--- config.mk ---
export PLATFORM = sky130hd
export DESIGN_NAME = cqd_engine
export DESIGN_NICKNAME = d
export VERILOG_FILES = /design/src/rtl/cqd_pkg.sv /design/src/rtl/cqd_datapath.sv /design/src/rtl/cqd_control.sv /design/src/rtl/cqd_engine.sv
export SDC_FILE = /design/constraint.sdc
export NUM_CORES = 2
export LEC_CHECK = 0
export BUFFER_PORTS_ARGS = -buffer_cell sky130_fd_sc_hd__buf_2
export CAP_MARGIN = 25
export CORE_MARGIN = 2
export CORE_UTILIZATION = 44
export CTS_BUF_LIST = sky130_fd_sc_hd__clkbuf_8
export DETAILED_ROUTE_END_ITERATION = 8
export PLACE_DENSITY = 0.63
export SYNTH_ARGS = -nofsm -noshare
export SYNTH_HDL_FRONTEND = slang
export SYNTH_HIERARCHICAL = 1
export SYNTH_SLANG_ARGS = --single-unit
--- constraint.sdc ---
create_clock -name clk -period 12.2 [get_ports clk]
set_clock_uncertainty 0.15 [all_clocks]
set_input_delay 1.22 -clock clk [delete_from_list [all_inputs] [get_ports clk]]
set_output_delay 1.22 -clock clk [all_outputs]
set_load 0.02 [all_outputs]
--- src/rtl/cqd_pkg.sv ---
package cqd_pkg;

  typedef enum logic [3:0] {
    S_IDLE, S_RDW, S_RDR, S_CMP, S_FLD, S_ACHK, S_ARG,
    S_CHK, S_KA, S_KB, S_KW, S_SIG, S_RIX
  } state_e;

  typedef enum logic [2:0] {
    A_WIDX, A_RIDX, A_FLD, A_ARG, A_SRCA, A_SRCB, A_DST, A_SIG
  } asel_e;

  // Strobes from control to datapath
  typedef struct packed {
    logic  req;
    logic  we;
    asel_e asel;
    logic  ldW;
    logic  ldR;
    logic  ldFld;
    logic  ldArg;
    logic  ldOpA;
    logic  clrCnt;
    logic  incCnt;
    logic  clrIter;
    logic  incIter;
    logic  setFail;
    logic  clrFail;
  } strobe_t;

  // Conditions from datapath to control
  typedef struct packed {
    logic pending;
    logic cntEnd;
    logic cntZero;
    logic kidOk;
    logic argOk;
    logic ptrOk;
    logic isCopy;
    logic lastIter;
    logic noWork;
    logic sigOn;
  } flags_t;

  localparam int unsigned SLOT_BYTES = 64;
  localparam logic [2:0]  WORDS_PER_LOAD = 3'd4;

endpackage

--- src/rtl/cqd_datapath.sv ---
module cqd_datapath
  import cqd_pkg::*;
#(
  parameter int unsigned QBASE  = 0,
  parameter int unsigned QDEPTH = 8,
  parameter int unsigned BBASE  = 1024,
  parameter int unsigned BSIZE  = 4096
) (
  input  logic        clk,
  input  logic        rstN,
  input  strobe_t     st,
  input  logic [31:0] memRdata,
  output logic [31:0] memAddr,
  output logic [3:0]  memBe,
  output logic [31:0] memWdata,
  output flags_t      fl
);

  localparam logic [31:0] QB       = 32'(QBASE);
  localparam logic [31:0] BB       = 32'(BBASE);
  localparam logic [31:0] SLOTMASK = 32'(QDEPTH - 1);
  localparam logic [34:0] BLIM     = 35'(BSIZE);

  logic [31:0] wIdx, rIdx, workCnt, kernId, argPtr, sigPtr;
  logic [31:0] arg0, arg1, arg3, opA, iter;
  logic [2:0]  cnt;
  logic        fail;
  logic [1:0]  prevIdx;

  assign prevIdx = 2'(cnt - 3'd1);

  always_ff @(posedge clk or negedge rstN) begin
    if (!rstN) begin
      wIdx <= '0; rIdx <= '0; workCnt <= '0; kernId <= '0;
      argPtr <= '0; sigPtr <= '0; arg0 <= '0; arg1 <= '0; arg3 <= '0;
      opA <= '0; iter <= '0; cnt <= '0; fail <= 1'b0;
    end else begin
      if (st.ldW) wIdx <= memRdata;
      if (st.ldR) rIdx <= memRdata;
      if (st.ldFld) begin
        case (prevIdx)
          2'd0:    workCnt <= memRdata;
          2'd1:    kernId  <= memRdata;
          2'd2:    argPtr  <= memRdata;
          default: sigPtr  <= memRdata;
        endcase
      end
      if (st.ldArg) begin
        case (prevIdx)
          2'd0:    arg0 <= memRdata;
          2'd1:    arg1 <= memRdata;
          2'd3:    arg3 <= memRdata;
          default: ;
        endcase
      end
      if (st.ldOpA) opA <= memRdata;
      if (st.clrCnt) cnt <= '0;
      else if (st.incCnt) cnt <= cnt + 3'd1;
      if (st.clrIter) iter <= '0;
      else if (st.incIter) iter <= iter + 32'd1;
      if (st.clrFail) fail <= 1'b0;
      else if (st.setFail) fail <= 1'b1;
    end
  end

  function automatic logic fits(input logic [31:0] p, input logic [33:0] n);
    logic [34:0] e;
    e = {3'b000, p} + {1'b0, n};
    return e <= BLIM;
  endfunction

  logic        isCopy, isMul;
  logic [33:0] nBytes;
  logic [31:0] slotBase, srcOff, dstOff, iter4, cnt4;
  logic [7:0]  srcByte;
  logic [31:0] result, addr;

  assign isCopy   = (kernId == 32'd0);
  assign isMul    = (kernId == 32'd2);
  assign nBytes   = isCopy ? {2'b00, workCnt} : {workCnt, 2'b00};
  assign iter4    = {iter[29:0], 2'b00};
  assign cnt4     = 32'({cnt, 2'b00});
  assign slotBase = QB + 32'(SLOT_BYTES) + ((rIdx & SLOTMASK) << 6);
  assign srcOff   = arg0 + iter;
  assign dstOff   = arg1 + iter;

  always_comb begin
    case (srcOff[1:0])
      2'd0:    srcByte = memRdata[7:0];
      2'd1:    srcByte = memRdata[15:8];
      2'd2:    srcByte = memRdata[23:16];
      default: srcByte = memRdata[31:24];
    endcase
    if (isCopy)     result = {4{srcByte}};
    else if (isMul) result = opA * memRdata;
    else            result = opA + memRdata;
  end

  always_comb begin
    case (st.asel)
      A_WIDX:  addr = QB;
      A_RIDX:  addr = QB + 32'd4;
      A_FLD:   addr = slotBase + 32'd4 + cnt4;
      A_ARG:   addr = BB + argPtr + cnt4;
      A_SRCA:  addr = BB + (isCopy ? srcOff : arg0 + iter4);
      A_SRCB:  addr = BB + arg1 + iter4;
      A_DST:   addr = BB + (isCopy ? dstOff : arg3 + iter4);
      default: addr = BB + sigPtr;
    endcase
    memAddr  = st.req ? addr : '0;
    memBe    = 4'hF;
    memWdata = '0;
    if (st.we) begin
      case (st.asel)
        A_DST:   begin
          memWdata = result;
          if (isCopy) memBe = 4'b0001 << dstOff[1:0];
        end
        A_SIG:   memWdata = fail ? 32'd2 : 32'd1;
        default: memWdata = rIdx + 32'd1;
      endcase
    end
  end

  always_comb begin
    fl.pending  = wIdx > rIdx;
    fl.cntEnd   = (cnt == WORDS_PER_LOAD);
    fl.cntZero  = (cnt == 3'd0);
    fl.kidOk    = (kernId < 32'd3);
    fl.argOk    = (argPtr[1:0] == 2'b00) && fits(argPtr, 34'd16);
    fl.isCopy   = isCopy;
    fl.lastIter = (iter + 32'd1) == workCnt;
    fl.noWork   = (workCnt == 32'd0);
    fl.sigOn    = (sigPtr != 32'd0) && (sigPtr[1:0] == 2'b00) && fits(sigPtr, 34'd4);
    if (isCopy)
      fl.ptrOk = fits(arg0, nBytes) && fits(arg1, nBytes);
    else
      fl.ptrOk = ((arg0[1:0] | arg1[1:0] | arg3[1:0]) == 2'b00) &&
                 fits(arg0, nBytes) && fits(arg1, nBytes) && fits(arg3, nBytes);
  end

endmodule

--- src/rtl/cqd_control.sv ---
module cqd_control
  import cqd_pkg::*;
(
  input  logic    clk,
  input  logic    rstN,
  input  logic    accReset,
  input  logic    extStall,
  input  flags_t  fl,
  output strobe_t st
);

  state_e state, nxt;
  strobe_t s;

  always_ff @(posedge clk or negedge rstN) begin
    if (!rstN) state <= S_IDLE;
    else       state <= nxt;
  end

  always_comb begin
    s   = '0;
    nxt = state;
    case (state)
      S_IDLE: begin s.req = 1'b1; s.asel = A_WIDX; nxt = S_RDW; end
      S_RDW:  begin s.ldW = 1'b1; s.req = 1'b1; s.asel = A_RIDX; nxt = S_RDR; end
      S_RDR:  begin s.ldR = 1'b1; nxt = S_CMP; end
      S_CMP:  begin
        s.clrFail = 1'b1; s.clrCnt = 1'b1;
        nxt = fl.pending ? S_FLD : S_IDLE;
      end
      S_FLD, S_ARG: begin
        s.asel  = (state == S_FLD) ? A_FLD : A_ARG;
        s.ldFld = (state == S_FLD) && !fl.cntZero;
        s.ldArg = (state == S_ARG) && !fl.cntZero;
        if (fl.cntEnd) begin
          s.clrCnt  = 1'b1;
          s.clrIter = 1'b1;
          nxt = (state == S_FLD) ? S_ACHK : S_CHK;
        end else begin
          s.req = 1'b1; s.incCnt = 1'b1;
        end
      end
      S_ACHK: begin
        if (!fl.kidOk || !fl.argOk) begin s.setFail = 1'b1; nxt = S_SIG; end
        else nxt = S_ARG;
      end
      S_CHK: begin
        if (!fl.ptrOk) begin s.setFail = 1'b1; nxt = S_SIG; end
        else nxt = fl.noWork ? S_SIG : S_KA;
      end
      S_KA:  begin s.req = 1'b1; s.asel = A_SRCA; nxt = fl.isCopy ? S_KW : S_KB; end
      S_KB:  begin s.ldOpA = 1'b1; s.req = 1'b1; s.asel = A_SRCB; nxt = S_KW; end
      S_KW:  begin
        s.req = 1'b1; s.we = 1'b1; s.asel = A_DST; s.incIter = 1'b1;
        nxt = fl.lastIter ? S_SIG : S_KA;
      end
      S_SIG: begin s.req = fl.sigOn; s.we = fl.sigOn; s.asel = A_SIG; nxt = S_RIX; end
      S_RIX: begin s.req = 1'b1; s.we = 1'b1; s.asel = A_RIDX; nxt = S_IDLE; end
      default: nxt = S_IDLE;
    endcase
    // Halt: accelerator reset aborts, stall freezes in place
    if (accReset) begin
      s   = '0;
      nxt = S_IDLE;
    end else if (extStall) begin
      s   = '0;
      nxt = state;
    end
  end

  assign st = s;

endmodule

--- src/rtl/cqd_engine.sv ---
module cqd_engine
  import cqd_pkg::*;
#(
  parameter int unsigned QBASE  = 0,
  parameter int unsigned QDEPTH = 8,
  parameter int unsigned BBASE  = 1024,
  parameter int unsigned BSIZE  = 4096
) (
  input  logic        clk,
  input  logic        rstN,
  input  logic        accReset,
  input  logic        extStall,
  output logic        memReq,
  output logic        memWe,
  output logic [31:0] memAddr,
  output logic [3:0]  memBe,
  output logic [31:0] memWdata,
  input  logic [31:0] memRdata
);

  strobe_t st;
  flags_t  fl;

  cqd_control u_ctrl (
    .clk(clk), .rstN(rstN), .accReset(accReset), .extStall(extStall),
    .fl(fl), .st(st)
  );

  cqd_datapath #(
    .QBASE(QBASE), .QDEPTH(QDEPTH), .BBASE(BBASE), .BSIZE(BSIZE)
  ) u_dp (
    .clk(clk), .rstN(rstN), .st(st), .memRdata(memRdata),
    .memAddr(memAddr), .memBe(memBe), .memWdata(memWdata), .fl(fl)
  );

  assign memReq = st.req;
  assign memWe  = st.req & st.we;

endmodule

### Word level (Yosys, flattened, before mapping)

Index checks and enable logic that the tools add are counted.

| storage, ports and cells | value |
|---|---|
| input port bits | 36 |
| output and inout port bits | 70 |
| logic and storage cells | 171 |
| bits in registers | 360 |

| cells by class | value |
|---|---|
| shifts and indexed selects | 1 |
| reduce and logical (&&, ||, !) cells | 40 |
| bitwise logic cells | 4 |
| multiplexer cells | 51 |
| eq/ne operators | 29 |
| $add $sub $neg | 24 |
| $lt $le $gt $ge | 7 |
| multiply operators | 1 |

Operator list:

| operator | number |
|---|---|
| 32-bit 2-to-1 mux | 8 |
| 32-bit case mux with 7 select lines | 1 |
| 32-bit adder | 6 |
| 35-bit by 13-bit <= comparator with 1-bit output, second input constant | 5 |
| 11-bit by 32-bit adder with 32-bit output, first input constant | 5 |
| 32-bit by 34-bit adder with 35-bit output | 3 |
| 32-bit by 1-bit adder with 32-bit output, second input constant | 2 |
| 32-bit by 5-bit adder with 32-bit output | 2 |
| 32-bit logical NOT | 2 |
| 32-bit case mux with 2 select lines | 1 |
| 4-bit case mux with 11 select lines | 1 |
| 34-bit 2-to-1 mux | 1 |
| 32-bit by 3-bit adder with 33-bit output, second input constant | 1 |
| 32-bit by 5-bit adder with 33-bit output, second input constant | 1 |
| 32-bit by 3-bit adder with 32-bit output, second input constant | 1 |
| 32-bit by 2-bit equality test with 1-bit output, second input constant | 1 |
| 32-bit equality test | 1 |
| 32-bit > comparator | 1 |
| 32-bit by 2-bit < comparator with 1-bit output, second input constant | 1 |
| 32-bit by 32-bit multiplier with 32-bit output | 1 |
| 16-bit 2-to-1 mux | 2 |
| 4-bit 2-to-1 mux | 8 |
| 32-bit nonzero test | 1 |
| 8-bit case mux with 3 select lines | 1 |
| 35 further kinds | 100 |

### Longest topological paths before layout

| logic depth | value |
|---|---|
| depth in word-level cells | 15 |
| mapped depth | 30 |

### Cells and area by module

Netlist, hierarchy kept.

By module, submodules not included:

| module | seq. area each (um^2) | times used | area each (um^2) | cells an instance |
|---|---|---|---|---|
| cqd_datapath | 8908.5 | 1 | 51434.3 | 5966 |
| cqd_control | 100.1 | 1 | 569.3 | 85 |
| cqd_engine | 0.0 | 1 | 6.3 | 1 |

### Worst setup path before layout

No wires, ideal clock.

| timing path | value |
|---|---|
| path type | input-to-output |
| from | input memRdata[13] |
| to | output memWdata[29] |
| data required time | 10830 ps |
| arrival time | 8558 ps |
| path buffers | 2 |
| setup slack | 2272 ps |
| stages | 26 |
| cells stage by stage | clkbuf_1 > clkbuf_1 > nand2_1 > fa_1 > inv_1 > fa_1 > fa_1 > inv_1 > fa_1 > inv_1 > ha_1 > ha_1 > fa_1 > inv_1 > fa_1 > inv_1 > ha_1 > or3_1 > nor4b_1 > a211oi_1 > a2111oi_0 > nor3_1 > o31ai_1 > xnor2_1 > o22ai_1 > o32ai_1 |

| on the way | value |
|---|---|
| longest elaborated chain between the ends | 5 |
| elaborated cells between the ends (all ways) | 7 |
| those cells by class | add/sub (1); mul (1); mux (5) |

Ends and longest elaborated chain:

| item | RTL line | source |
|---|---|---|
| from (decl) | cqd_engine.sv:18 | `input logic [31:0] memRdata` |
| 32-bit by 32-bit multiplier with 32-bit output / 32-bit adder (equally long branches) | cqd_datapath.sv:95, cqd_datapath.sv:96 |  |
| 32-bit 2-to-1 mux | cqd_datapath.sv:95 | `else if (isMul) result = opA * memRdata;` |
| 32-bit 2-to-1 mux (*) | cqd_datapath.sv:94 | `if (isCopy) result = {4{srcByte}};` |
| 32-bit case mux with 2 select lines (*) | cqd_datapath.sv:114 | `case (st.asel)` |
| 32-bit 2-to-1 mux (*) | cqd_datapath.sv:113 | `if (st.we) begin` |
| to (decl) | cqd_engine.sv:17 | `output logic [31:0] memWdata,` |

Mark *: on every way between the ends. The rest lies on a longest branch, timed or not.

### Worst setup path in the final report

| timing path | value |
|---|---|
| from | input memRdata[7] |
| to | output memWdata[31] |

The elaborated chain is that of the path after synthesis.

==> PnR_summary.wiki <==
{| class="wikitable"
! Metric !! Value
|-
| Run status || complete, no violations
|-
| Register-to-register path setup slack || 3.97 ns
|-
| Adder-cell area share of the yosys netlist || between 20 and 30%
|-
| Number of I/O pins || around 110
|-
| Time the worst path needs with I/O delays and setup || 10.71 ns
|-
| Clock Power Share || 21.3%
|-
| Endpoints failing setup || 0
|-
| Sequential area share after synthesis || about 17%
|-
| CP Data Required Time || 10.83 ns
|-
| Antenna violations before repair || 14
|-
| 1st-pass router iterations || 7
|-
| Via/cell ratio || 6.18
|-
| Internal || 3.24 mW
|-
| Final TNS setup || 0 ns
|-
| Xor/xnor share of the synthesized area || 6.52%
|-
| Instance count of the mapped netlist || 6052
|-
| DR vias || between 40k and 50k
|-
| Number of buffers added for setup after CTS || 0
|-
| Reg-to-reg critical path endpoint || u_dp/fail
|-
| Count of buffers inserted at the top-level ports || 105
|-
| Tightest Pin Transition || 1.20 ns
|-
| Routed wire length per instance || 26.3 um
|-
| Count of routing violations after the opening detailed-route iteration || around 5.4k
|-
| Startpoint type of the worst setup path || input pin
|-
| Largest fanout on the critical path || 36
|-
| Dominant combinational cell family by area after synthesis || adder cells
|-
| DP Wirelength || 155000 um
|-
| Max H-tree Level || 3
|-
| Post-cts gate resize count || 0
|-
| Yosys synthesis warning count || 6
|-
| Average instance area after synthesis || 8.59 um2
|-
| Start-to-end type of the worst setup path || input pin to output pin
|-
| Post-synth EDFFs || 0
|-
| Global-route wire length before repair || 295000 um
|-
| Number of cells on the worst reg-to-reg path || 25
|-
| Cts bufs inserted || 70
|-
| Largest net degree at the start of global routing || 142
|-
| Buffers & Inverters on Critical Path || 7
|-
| CP top delay family || adder cells
|-
| Worst-case headroom to the max-slew limit || 18.0%
|-
| Critical-path cell with the highest stage delay || buf_2
|-
| Area fraction in and, or, nand and nor cells after synthesis || 19.0%
|-
| CTS hold repair buffers || 0
|-
| Async SR Flop Fraction || 100%
|-
| Max-cap violation count || 0
|-
| Most frequent standard cell in the layout excluding fill and tap cells || inv_1
|-
| Starting density of the core || 44.2%
|-
| Peak per-stage delay on the critical path || approximately 0.73 ns
|-
| Fmax || 93.4 MHz
|-
| Area delta synth->final || 6.82%
|-
| Width of the die || around 350 um
|-
| Cell area power density || 114 nW/um2
|-
| Die Outline Area || around 120000 um2
|-
| Critical Path AT || 9.34 ns
|-
| Unique masters post-synth || between 100 and 150
|-
| Sink Count || 360
|-
| Area of the placeable core || roughly 120000 um2
|-
| Final antenna-violating net count || 0
|-
| Site Rows || roughly 130
|-
| Number of global-route vias before repair || 44.5k
|-
| Startpoint of the lowest-slack register-to-register path || u_dp/kernId[31]
|-
| Worst vdd ir || 0.196 mV
|-
| Combinational group share of total power || 52.3%
|-
| # nets final || 6943
|-
| Pleak || 27.1 nW
|-
| Root Buffer || clkbuf_8
|-
| Most numerous cell on the critical path || fa_1
|-
| RSZ-0062 raised after global routing || false
|-
| Final worst path period share || 87.8%
|-
| Combined area of all synthesized cells || 52000 um2
|-
| Share of final-layout standard cells stronger than drive strength 1 || approximately 11%
|-
| Power share of the sequential group || between 20% and 30%
|-
| Synth Area in Compound Gates || 16.1%
|-
| Total GRT Usage || 32.5%
|-
| Worst Hold Class || input pin to asynchronous set/reset pin
|-
| Gp weighted congestion || 1.01
|-
| Crit. End Element || output pin
|-
| Clock-pin slew on the worst setup and hold paths || ~0.06 ns
|-
| Max-slew violation count || 0
|-
| Mux share of post-synthesis cell area || 7.27%
|-
| Net count after synthesis || approximately 7k
|-
| Most used flip-flop cell after synthesis || dfrtp_1
|-
| Final number of hold-violating endpoints || 0
|-
| Switching power || around 3.1 mW
|-
| Yosys reg bits || 360
|-
| Commonest cells after routing, fill and taps aside || inv_1, nand2_1, ha_1
|-
| Layout fillers || 11.4k
|-
| Routed WL || 200000 um
|-
| Setup WS post-layout || 1.49 ns
|-
| Remaining design rule violation count || 0
|-
| Worst setup slack after placement || 1.60 ns
|-
| Floorplan die height || between 300 and 400 um
|-
| TritonCTS clock tree || built
|-
| CTS Buffer Depth || 3
|-
| Later-pin clock latency in the skew report || between 0.7 and 0.8 ns
|-
| Final worst hold slack || 0.357 ns
|-
| Sw frac || 48.9%
|-
| Total gr overflow || 0
|}
## per-stage QoR
step	total power [mW]	instances	cell area [um2]	util, %
finish	6.33	7615	55600	47.2
global route	6.65	7611	55500	47.2
CTS	6.24	7602	55500	47.2
detailed placement	4.87	7477	54000	45.9
global placement	4.84	7475	53900	45.9
floorplan	3.70	6052	52000	-
## registers in the layout, indices dropped and copies added (netlist names)
register,cells
u_dp/arg3,32
u_dp/fail,1
u_dp/iter,32
u_dp/arg1,32
u_dp/argPtr,32
u_dp/rIdx,32
u_ctrl/state,4
u_dp/opA,32
u_dp/arg0,32
u_dp/wIdx,32
u_dp/sigPtr,32
u_dp/workCnt,32
u_dp/kernId,32
u_dp/cnt,3
## synthesized netlist by cell type (all sizes together), types with 48 or more instances
master	count	area, um2
mux2	294	3310
inv	588	2210
nand2b	53	332
fa	418	8370
nor4	72	499
o21a	74	556
nand4	72	450
and3	48	300
or3	54	338
a21o	103	773
o21ai	279	1400
nand3	110	551
ha	470	5880
a211oi	64	485
a31oi	55	344
dfrtp	360	9010
nand2	588	2210
clkbuf	238	895
a21oi	295	1480
xnor2	238	2080
nor2	340	1280
nor3	113	596
xor2	149	1310
and2	339	2120
## area by class of cell
class | count | area [um2] | area share, %
diodes | 7 | 17.5 | 0.0315
inverters | 589 | 2210 | 3.98
clock buffers | 84 | 1160 | 2.08
multi-input cells | 4818 | 39700 | 71.5
repair buffers | 180 | 1150 | 2.07
well taps | 1536 | 1920 | 3.46
flip-flops and latches | 360 | 9010 | 16.2
clock inverters | 41 | 348 | 0.626
## metal layers
metal / vias to the layer above / GRT usage [%] / share of wire, %
met2: 2272 / 48.5 / 43
met5: - / 0 / 0.034
li1: 21000 / - / -
met3: 432 / 7.37 / 9.9
met1: 23300 / 45.2 / 43
met4: 8 / 13.5 / 4.8
## power by group through the flow
stage / sequential [mW] / clock (mW) / combinational [mW]
global route: 1.69 / 1.42 / 3.53
floorplan: 1.55 / 0 / 2.15
CTS: 1.66 / 1.37 / 3.21
finish: 1.67 / 1.35 / 3.31
detailed placement: 1.68 / 0 / 3.19
global placement: 1.67 / 0 / 3.16
## worst max-delay path by stage
stage | end | cells past startpoint | slack, ns | from
floorplan | memWdata[29] | 26 | 2.27 | memRdata[13]
global placement | memWdata[31] | 27 | 1.63 | memRdata[7]
detailed placement | memWdata[31] | 27 | 1.60 | memRdata[7]
CTS | memWdata[31] | 27 | 1.60 | memRdata[7]
global route | memWdata[31] | 28 | 1.01 | u_dp/opA[1]
finish | memWdata[31] | 27 | 1.49 | memRdata[7]
## cell families (layout without fill, tap and decap cells)
logic type,after synthesis,in the layout
other,0,7
buffers and inverters,874,894
AOI/OAI and AO/OA,1269,1269
DFF,360,360
muxes,330,330
xor gates and xnor gates,387,387
adders and majority gates,888,888
and+or+nand+nor,1944,1944
Note: power is estimated with default switching activity, not from simulation.
